**src/rtl/wpm_pkg.sv**
```systemverilog
package wpm_pkg;

  localparam int CTRL_W    = 32;
  localparam int B_EN      = 0;
  localparam int B_PRIV_LO = 1;
  localparam int B_LSC_LO  = 3;
  localparam int B_BAS_LO  = 5;
  localparam int B_TYPE    = 20;
  localparam int B_MCNT_LO = 24;
  localparam int MIN_MCNT  = 3;

  // byte lanes touched inside the aligned doubleword; lanes above 7 dropped
  function automatic logic [7:0] touched_lanes(input logic [2:0] off,
                                               input logic [1:0] size_code);
    logic [15:0] span;
    case (size_code)
      2'd0:    span = 16'h0001;
      2'd1:    span = 16'h0003;
      2'd2:    span = 16'h000F;
      default: span = 16'h00FF;
    endcase
    span = span << off;
    return span[7:0];
  endfunction

  function automatic logic kind_passes(input logic [1:0] lsc,
                                       input logic is_ld, input logic is_st);
    return (is_ld & lsc[0]) | (is_st & lsc[1]);
  endfunction

  function automatic logic level_passes(input logic [1:0] pf,
                                        input logic is_priv);
    return is_priv ? pf[1] : pf[0];
  endfunction

endpackage

```
**src/rtl/wpm_slot.sv**
```systemverilog
module wpm_slot
  import wpm_pkg::*;
#(
  parameter int AW = 32
) (
  input  logic          clk,
  input  logic          rst_n,
  input  logic          wr_ctrl,
  input  logic          wr_val,
  input  logic [AW-1:0] wdata,
  input  logic [AW-1:0] acc_addr,
  input  logic          acc_load,
  input  logic          acc_store,
  input  logic [1:0]    acc_size,
  input  logic          acc_priv,
  output logic          match
);

  logic [CTRL_W-1:0] ctrl_q;
  logic [AW-1:0]     base_q;

  always_ff @(posedge clk or negedge rst_n) begin
    if (!rst_n) begin
      ctrl_q <= '0;
      base_q <= '0;
    end else begin
      if (wr_ctrl) ctrl_q <= CTRL_W'(wdata);
      if (wr_val)  base_q <= {wdata[AW-1:3], 3'b000};
    end
  end

  logic       en_f, type_f;
  logic [1:0] pf_f, lsc_f;
  logic [7:0] bas_f;
  logic [4:0] mcnt_f;

  assign en_f   = ctrl_q[B_EN];
  assign pf_f   = ctrl_q[B_PRIV_LO +: 2];
  assign lsc_f  = ctrl_q[B_LSC_LO +: 2];
  assign bas_f  = ctrl_q[B_BAS_LO +: 8];
  assign type_f = ctrl_q[B_TYPE];
  assign mcnt_f = ctrl_q[B_MCNT_LO +: 5];

  // named events for the checks below
  logic mode_reserved, filt_ok, lane_hit, region_hit, addr_hit;
  logic [AW-1:0] diff;

  assign mode_reserved = (mcnt_f == 5'd1) || (mcnt_f == 5'd2);
  assign filt_ok       = kind_passes(lsc_f, acc_load, acc_store) &
                         level_passes(pf_f, acc_priv);
  assign diff          = acc_addr ^ base_q;
  assign lane_hit      = (diff[AW-1:3] == '0) &&
                         ((touched_lanes(acc_addr[2:0], acc_size) & bas_f) != 8'h00);
  assign region_hit    = (mcnt_f >= 5'(MIN_MCNT)) && (bas_f == 8'hFF) &&
                         ((diff >> mcnt_f) == '0);
  assign addr_hit      = (mcnt_f == 5'd0) ? lane_hit : region_hit;
  assign match         = en_f & ~type_f & filt_ok & addr_hit;

  p_reserved_mask_r5: assert property (@(posedge clk) disable iff (!rst_n)
    mode_reserved |-> !match);
  p_linked_never_r8: assert property (@(posedge clk) disable iff (!rst_n)
    type_f |-> !match);
  p_kind_none_r6: assert property (@(posedge clk) disable iff (!rst_n)
    (lsc_f == 2'b00) |-> !match);
  p_disabled_r7: assert property (@(posedge clk) disable iff (!rst_n)
    !en_f |-> !match);

endmodule

```
**src/rtl/wpm_prio.sv**
```systemverilog
module wpm_prio #(
  parameter int N  = 4,
  parameter int IW = 2
) (
  input  logic [N-1:0]  req,
  output logic          any,
  output logic [IW-1:0] idx
);

  always_comb begin
    any = 1'b0;
    idx = '0;
    for (int i = N - 1; i >= 0; i--) begin
      if (req[i]) begin
        any = 1'b1;
        idx = IW'(i);
      end
    end
  end

endmodule

```
**src/rtl/wpm_matcher.sv**
```systemverilog
module wpm_matcher
  import wpm_pkg::*;
#(
  parameter int NSLOT = 4,
  parameter int AW    = 32,
  parameter int IW    = (NSLOT > 1) ? $clog2(NSLOT) : 1
) (
  input  logic          clk,
  input  logic          rst_n,
  input  logic          cfg_we,
  input  logic          cfg_sel,
  input  logic [IW-1:0] cfg_idx,
  input  logic [AW-1:0] cfg_wdata,
  input  logic          acc_valid,
  input  logic [AW-1:0] acc_addr,
  input  logic          acc_load,
  input  logic          acc_store,
  input  logic [1:0]    acc_size,
  input  logic          acc_priv,
  output logic          hit,
  output logic [IW-1:0] hit_slot,
  output logic [AW-1:0] hit_addr
);

  logic [NSLOT-1:0] slot_match;
  logic             any_match;
  logic [IW-1:0]    win_idx;

  for (genvar g = 0; g < NSLOT; g++) begin : g_slot
    wpm_slot #(.AW(AW)) u_slot (
      .clk       (clk),
      .rst_n     (rst_n),
      .wr_ctrl   (cfg_we && !cfg_sel && (cfg_idx == IW'(g))),
      .wr_val    (cfg_we &&  cfg_sel && (cfg_idx == IW'(g))),
      .wdata     (cfg_wdata),
      .acc_addr  (acc_addr),
      .acc_load  (acc_load),
      .acc_store (acc_store),
      .acc_size  (acc_size),
      .acc_priv  (acc_priv),
      .match     (slot_match[g])
    );
  end

  wpm_prio #(.N(NSLOT), .IW(IW)) u_prio (
    .req (slot_match),
    .any (any_match),
    .idx (win_idx)
  );

  always_ff @(posedge clk or negedge rst_n) begin
    if (!rst_n) begin
      hit      <= 1'b0;
      hit_slot <= '0;
      hit_addr <= '0;
    end else if (acc_valid) begin
      hit      <= any_match;
      hit_slot <= any_match ? win_idx : '0;
      hit_addr <= acc_addr;
    end else begin
      hit      <= 1'b0;
    end
  end

  p_hit_needs_valid_r10: assert property (@(posedge clk) disable iff (!rst_n)
    hit |-> $past(acc_valid));
  p_addr_capture_r10: assert property (@(posedge clk) disable iff (!rst_n)
    $past(acc_valid) |-> (hit_addr == $past(acc_addr)));
  p_winner_matched_r9: assert property (@(posedge clk) disable iff (!rst_n)
    hit |-> ((($past(slot_match) >> hit_slot) & NSLOT'(1)) != '0));
  p_no_lower_match_r9: assert property (@(posedge clk) disable iff (!rst_n)
    hit |-> (($past(slot_match) & ((NSLOT'(1) << hit_slot) - NSLOT'(1))) == '0));

endmodule

```
**config.mk**
```make
export PLATFORM = sky130hd
export DESIGN_NAME = wpm_matcher
export DESIGN_NICKNAME = d
export VERILOG_FILES = /design/src/rtl/wpm_pkg.sv /design/src/rtl/wpm_slot.sv /design/src/rtl/wpm_prio.sv /design/src/rtl/wpm_matcher.sv
export SDC_FILE = /design/constraint.sdc
export NUM_CORES = 1
export LEC_CHECK = 0
export ABC_AREA = 1
export BUFFER_PORTS_ARGS = -buffer_cell sky130_fd_sc_hd__buf_2
export CORE_AREA = 3 3 177 179
export DETAILED_ROUTE_END_ITERATION = 10
export DIE_AREA = 0 0 180 182
export GPL_TIMING_DRIVEN = 0
export MAX_ROUTING_LAYER = met4
export PLACE_DENSITY_LB_ADDON = 0.3
export SYNTH_ARGS = -nofsm -noshare
export SYNTH_HDL_FRONTEND = slang
export SYNTH_HIERARCHICAL = 1
export SYNTH_SLANG_ARGS = --single-unit
export TNS_END_PERCENT = 1
```
**constraint.sdc**
```tcl
create_clock -name clk -period 2.3 [get_ports clk]
set_input_delay 0.46 -clock clk [delete_from_list [all_inputs] [get_ports clk]]
set_output_delay 0.46 -clock clk [all_outputs]
set_load 0.02 [all_outputs]
```
# --- Word level (Yosys, flattened, before mapping) ---
# Index checks and enable logic that the tools add are counted.
classes:
  n_lt_le_gt_ge: 4
  n_eq_ne: 9
  n_shift: 5
  n_mux: 19
  bitwise: 40
  n_reduce_logical: 41
ops:
  columns: ["cell", "count"]
  rows:
  - ["32-bit logical NOT", 4]
  - ["32-bit by 5-bit right shift with 32-bit output", 4]
  - ["32-bit XOR", 4]
  - ["29-bit logical NOT", 4]
  - ["8-bit AND", 4]
  - ["8-bit equality test, second input constant", 4]
  - ["8-bit nonzero test", 4]
  - ["1-bit AND", 24]
  - ["8-bit case mux with 3 select lines", 1]
  - ["1-bit logical AND", 22]
  - ["5-bit by 2-bit >= comparator with 1-bit output, second input constant", 4]
  - ["5-bit logical NOT", 4]
  - ["16-bit by 3-bit << shifter with 8-bit output", 1]
  - ["1-bit 2-to-1 mux", 13]
  - ["2-bit 2-to-1 mux", 5]
  - ["2-bit equality test, second input constant", 3]
  - ["2-bit by 1-bit equality test with 1-bit output, second input constant", 2]
  - ["2-bit logical NOT", 2]
  - ["1-bit inverter", 4]
  - ["1-bit bitwise OR", 4]
  - ["1-bit logical NOT", 1]
word_totals:
  register_bits: 267
  input_bits: 76
  output_inout_bits: 35
  wordCells: 129

# --- Logic depth before layout (Yosys ltp) ---
depth:
  word_depth: 13
  mapped_depth: 22
  ltp_nobuf: 21

# --- By module ---
# Netlist, hierarchy kept.
by_module_without_submodules:
  columns: ["module", "n_inst", "cells_each", "area_each_um2", "seq_area_each_um2"]
  rows:
  - ["wpm_slot", 4, 733, 4301.6, 1201.2]
  - ["wpm_matcher", 1, 164, 1440.1, 875.8]
  - ["wpm_prio", 1, 8, 36.3, 0.0]

# --- Least setup slack after synthesis ---
# No wires, ideal clock.
synth_path:
  kind: "register to register"
  from: "reg g_slot[1].u_slot.ctrl_q[24]"
  to: "reg hit_slot[0]"
  setup_time_ns: 0.065
  arrival_time_ns: 1.923
  required_ns: 2.235
  setup_slack_ns: 0.313
  stages_incl_launch_ff: 22
  n_path_buf: 2
  synth_period_minus_slack_ns: 1.987
  cell_sequence: "dfrtp_1 -> buf_6 -> inv_6 -> buf_8 -> nand3_1 -> nand2_1 -> nand2_1 -> nand3_2 -> nand3_1 -> inv_1 -> nand2_1 -> nand3_1 -> nand2_1 -> inv_2 -> nand2_1 -> nor2_1 -> nand2_1 -> a21oi_2 -> inv_1 -> a21oi_2 -> nand3_1 -> nand2_1"
synth_via:
  elab_chain_len: 8
  word_cells_on_any_way: 13
  classes_between: "order compare: 1; shift: 1; mux: 6; bitwise: 1; reduce/logical: 4"
synth_lines:
  columns: ["element", "line_no", "text"]
  rows:
  - ["from (decl)", "wpm_slot.sv:19", "logic [CTRL_W-1:0] ctrl_q;"]
  - ["from (signal assigned)", "wpm_slot.sv:27", "if (wr_ctrl) ctrl_q <= CTRL_W'(wdata);"]
  - ["32-bit by 5-bit right shift with 32-bit output / 5-bit by 2-bit >= comparator with 1-bit output (equally long branches)", "wpm_slot.sv:55, wpm_slot.sv:54", null]
  - ["32-bit logical NOT / 1-bit logical AND (equally long branches)", "wpm_slot.sv:55, wpm_slot.sv:54", null]
  - ["1-bit logical AND", "wpm_slot.sv:54", "assign region_hit = (mcnt_f >= 5'(MIN_MCNT)) && (bas_f == 8'hFF) &&"]
  - ["1-bit 2-to-1 mux (*)", "wpm_slot.sv:56", "assign addr_hit = (mcnt_f == 5'd0) ? lane_hit : region_hit;"]
  - ["1-bit AND (*)", "wpm_slot.sv:57", "assign match = en_f & ~type_f & filt_ok & addr_hit;"]
  - ["net slot_match[1]", "wpm_matcher.sv:25", "logic [NSLOT-1:0] slot_match;"]
  - ["2-bit 2-to-1 mux (*) (2 in series)", "wpm_prio.sv:14", "if (req[i]) begin"]
  - ["net win_idx[0]", "wpm_matcher.sv:27", "logic [IW-1:0] win_idx;"]
  - ["2-bit 2-to-1 mux (*)", "wpm_matcher.sv:58", "hit_slot <= any_match ? win_idx : '0;"]
  - ["to (signal assigned)", "wpm_matcher.sv:58", null]
  - ["to (decl)", "wpm_matcher.sv:21", "output logic [IW-1:0] hit_slot,"]
# Mark *: on every way through the listed nets, which the timed path passes. The rest lies on a longest branch.
# A chain may end at the register's enable or synchronous reset.

# --- Worst setup path in the final report ---
layout_path:
  from: "in acc_addr[0]"
  to: "reg hit_slot[0]"
layout_via:
  elab_chain_len: 11
  word_cells_on_any_way: 46
  classes_between: "shift: 5; mux: 13; bitwise: 12; reduce/logical: 16"
layout_lines:
  columns: ["element", "line_no", "text"]
  rows:
  - ["from (decl)", "wpm_matcher.sv:15", "input logic [AW-1:0] acc_addr,"]
  - ["32-bit XOR / 16-bit by 3-bit << shifter with 8-bit output (equally long branches)", "wpm_slot.sv:51, wpm_pkg.sv:22", null]
  - ["32-bit by 5-bit right shift with 32-bit output / 8-bit AND (equally long branches)", "wpm_slot.sv:55, wpm_slot.sv:53", null]
  - ["32-bit logical NOT / 8-bit nonzero test (equally long branches)", "wpm_slot.sv:55, wpm_slot.sv:53", null]
  - ["1-bit logical AND (on tied branches)", "wpm_slot.sv:54, wpm_slot.sv:52", null]
  - ["1-bit 2-to-1 mux (*)", "wpm_slot.sv:56", null]
  - ["1-bit AND (*)", "wpm_slot.sv:57", null]
  - ["net slot_match[3]", "wpm_matcher.sv:25", null]
  - ["2-bit 2-to-1 mux (*) (4 in series)", "wpm_prio.sv:14", null]
  - ["net win_idx[0]", "wpm_matcher.sv:27", null]
  - ["2-bit 2-to-1 mux (*)", "wpm_matcher.sv:58", null]
# Marks and branches as above.

==> metrics.md <==
| Metric | Value |
|---|---|
| Post-Syn Nets | `3180` |
| Fraction of power spent switching nets | `0.4522` |
| Detail-routed via count per cell | `6.250` |
| Ranking of synthesized cells by area | `dfrtp_1 30%, nand2_1 25%, nand3_1 16%` |
| Critical Setup Path Class | `input port to register` |
| All-layer global routing usage | `0.4552` |
| Die width | `180 µm` |
| Die footprint | `0.03276 mm²` |
| DR vias | `22900` |
| Cell type with the largest total area after synthesis | `dfrtp_1` |
| Kind of launch point of the worst setup path | `input port` |
| Largest fanout of any net on the critical path | `21` |
| Clock transition at the registers of the reported paths | `about 0.060 ns` |
| Number of max-slew violations in the final report | `0` |
| Initial core utilization | `0.6287` |
| Dominant register cell in the synthesized netlist | `dfrtp_1` |
| Least-Margin Pin Slew | `0.8775 ns` |
| CTS Sinks | `227` |
| Worst clock skew | `between 0.008 and 0.009 ns` |
| Final worst path period share | `1.166` |
| Sum of overflow across all layers after global routing | `0` |
| Nature of the critical path endpoint | `register` |
| Area of the core | `~0.03 mm²` |
| Relative contribution of combinational cells to total power | `0.482` |
| Shortest clock period the worst path allows after layout | `about 2.7 ns` |
| Fill cell instance count of the final layout | `2644` |
| Number of enable flip-flop cells after synthesis | `0` |
| Arrival time at the worst endpoint | `roughly 3.2 ns` |
| NetSw | `8.355 mW` |
| Worst min-delay path category | `input port to async pin` |
| Average cell area after synthesis | `6.019 µm²` |
| Top cell type's share of synthesized area | `0.3040` |
| Router iterations before antenna repair | `8` |
| Fmax | `between 300 and 400 MHz` |
| Number of maximum-capacitance violations | `0` |
| Average wire per standard cell | `20.58 µm` |
| Number of endpoints failing setup at the final stage | `3` |
| Largest net degree at the start of global routing | `124` |
| Number of top-level pins | `111` |
| Worst slew margin relative to its limit | `0.4150` |
| Leading cell type in the layout, fill and taps excluded | `nand2_1` |
| Number of cells produced by synthesis | `3104` |
| TritonCTS clock tree | `yes` |
| Fraction of power consumed by sequential logic | `0.284` |
| Via count of the first global-routing pass | `21560` |
| First-pass GRT wire length | `roughly 120000 µm` |
| Count of port buffers added during placement | `109` |
| Portion of total power attributed to the clock network | `0.234` |
| Ratio of total power to cell area | `around 880 mW/mm²` |
| Commonest non-fill, non-tap cells in the layout | `1229 x nand2_1, 601 x nand3_1, 318 x inv_1` |
| Clock latency on the worst-skew pair | `about 0.54 ns` |
| Unique cell type count in the Yosys netlist | `35` |
| Total half-perimeter wirelength after legalization and detailed placement | `53400 µm` |
| Buffers from clock root to sink, at most | `3` |
| # H-tree levels | `1` |
| Core Rows | `63` |
| Ys Warns | `6` |
| CTS root buffer | `clkbuf_16` |
| Tightest hold margin | `-0.01339 ns` |
| Number of DRC violations after detailed-routing iteration 0 | `between 3000 and 4000` |
| Register bit total from synthesis | `approximately 230` |
| Sequential cell area | `roughly 0.0057 mm²` |
| Async S/R FF share, synth | `1.000` |
| RSZ-0062 raised after global routing | `true` |
| Placer's final routability congestion estimate | `1.066` |
| Routed WL | `approximately 75000 µm` |
| Sequential cell area fraction in the yosys report | `0.3040` |
| Area added between synthesis and finish | `12.31%` |
| Maximum vdd ir drop | `0.6479 mV` |
| Final Hold Violating Endpoints | `16` |
| CTS buffer count | `26` |
| Multi-input gate area | `0.01107 mm²` |
| Run status | `finished, violations left` |
| Internal portion of total power | `just over 10 mW` |
| Antenna violations before repair | `3` |
| Post-layout utilization of the core | `0.7061` |
| Share of layout cells above drive strength 1 | `0.1221` |
| Number of remaining DRC errors | `0` |
| Die Height | `~180 µm` |
| Number of antenna-violating nets in the routed design | `0` |
| Worst Slack Setup Final | `-0.3814 ns` |
| Crit path required time | `2.78 ns` |
| Hold bufs inserted after CTS | `0` |
| Final layout net count | `3323` |
| Static power due to leakage | `11.21 nW` |
| Post-Syn Area | `0.01868 mm²` |
| Violated checks | `hold timing, setup timing` |
| Total negative setup slack | `-0.8989 ns` |
through the flow:
step                hold slack [ns]  instance area [µm²]  worst slack [ns]  power, mW  std cells
floorplan                    0.1644                18680            0.3125      11.20       3104
global placement             0.4493                19720            -3.141      13.35       3603
CTS                         0.02409                20830           -0.2079      18.02       3656
detailed placement           0.4546                19750           -0.9295      13.55       3604
global route                0.06725                20980           -0.4771      19.57       3664
finish                     -0.01339                20980           -0.3814      18.48       3664
what timing repair did:
item / in CTS / in global routing
resized for setup: 43 / 32
pin swaps: 15 / 12
endpoints found under the setup margin: 3 / 3
buffers inserted: 3 / 0
cloned: 1 / 1
power groups by stage:
| stage | clock, mW | combinational (mW) | sequential [mW] |
|---|---|---|---|
| after floorplan | 0 | 5.98 | 5.22 |
| after global placement | 0 | 8.12 | 5.24 |
| after detailed placement | 0 | 8.28 | 5.27 |
| final | 4.32 | 8.91 | 5.25 |
| after CTS | 4.32 | 8.48 | 5.22 |
| after global routing | 4.48 | 9.76 | 5.32 |
critical path: stages:
cell	delay [ns]
buf_2	0.51
nor2_1	0.18
o21ai_0	0.19
a21oi_1	0.07
o31ai_1	0.28
nor2_1	0.07
o21ai_0	0.16
nand3_1	0.18
o21bai_1	0.19
nand2_1	0.11
a21oi_4	0.28
nand2_2	0.13
a21oi_2	0.17
nand3_1	0.09
nand2_1	0.07
synth_stat cells, types with 5 or more instances:
library cell,n
buf_4,19
nand3_2,20
a21oi_2,5
clkbuf_1,40
mux2_2,28
nor3_1,17
nor2_1,106
inv_1,318
nand2_1,1251
nand2_2,42
buf_2,44
nand4_1,28
o31ai_1,8
a2111oi_0,8
nand3_1,614
nor4_1,12
o21ai_0,192
a21oi_1,44
dfrtp_1,227
buf_1,8
buf_8,5
buf_6,19
cell type report:
cell class / count / area share
multi-input combinational: 2411 / 0.5276
sequential: 227 / 0.2707
inverter: 331 / 0.06136
buffer: 135 / 0.04264
clock buffer: 37 / 0.03637
timing repair buffer: 115 / 0.03160
tap: 390 / 0.02326
clock inverter: 11 / 0.005605
antenna: 7 / 0.0008348
kinds of logic (layout without fill, tap and decap cells):
kind of cell / count (synthesis) / in the layout / share of synthesized area
AO/OA/AOI/OAI: 289 / 289 / 0.08485
AND/OR/NAND/NOR: 2094 / 2094 / 0.4812
flip-flops: 227 / 227 / 0.3040
other: 0 / 7 / 0
buffers and inverters: 466 / 629 / 0.1130
multiplexers: 28 / 28 / 0.01688
path summary, 6_finish.rpt:
kind	endpoint	slack, ns	cells past startpoint	start
max in group asynchronous	g_slot[3].u_slot/base_q[5]$_DFFE_PN0P_	1.18	2	rst_n
setup / recovery	hit_slot[0]$_DFFE_PN0P_	-0.38	15	acc_addr[0]
hold / removal	hit_addr[24]$_DFFE_PN0P_	-0.01	1	rst_n
min in group clk	hit_addr[31]$_DFFE_PN0P_	0.20	3	acc_valid
hold reg to reg	hit_addr[31]$_DFFE_PN0P_	0.47	2	hit_addr[31]$_DFFE_PN0P_
setup reg to reg	hit_slot[0]$_DFFE_PN0P_	-0.36	19	g_slot[3].u_slot/ctrl_q[24]$_DFFE_PN0P_
state kept, by name, indices dropped and copies added, names as in the netlist:
register              count
hit_slot                  2
g_slot.u_slot/ctrl_q     76
g_slot.u_slot/base_q    116
hit                       1
hit_addr                 32
layer usage:
layer  share of wire  track usage  wire [µm]
met4           0.067       0.2488       5029
met1            0.37       0.5778      27730
met2            0.42       0.6795      31780
met5               0            -          0
met3            0.14       0.1004      10880
Power figures use the tool's default switching activity.
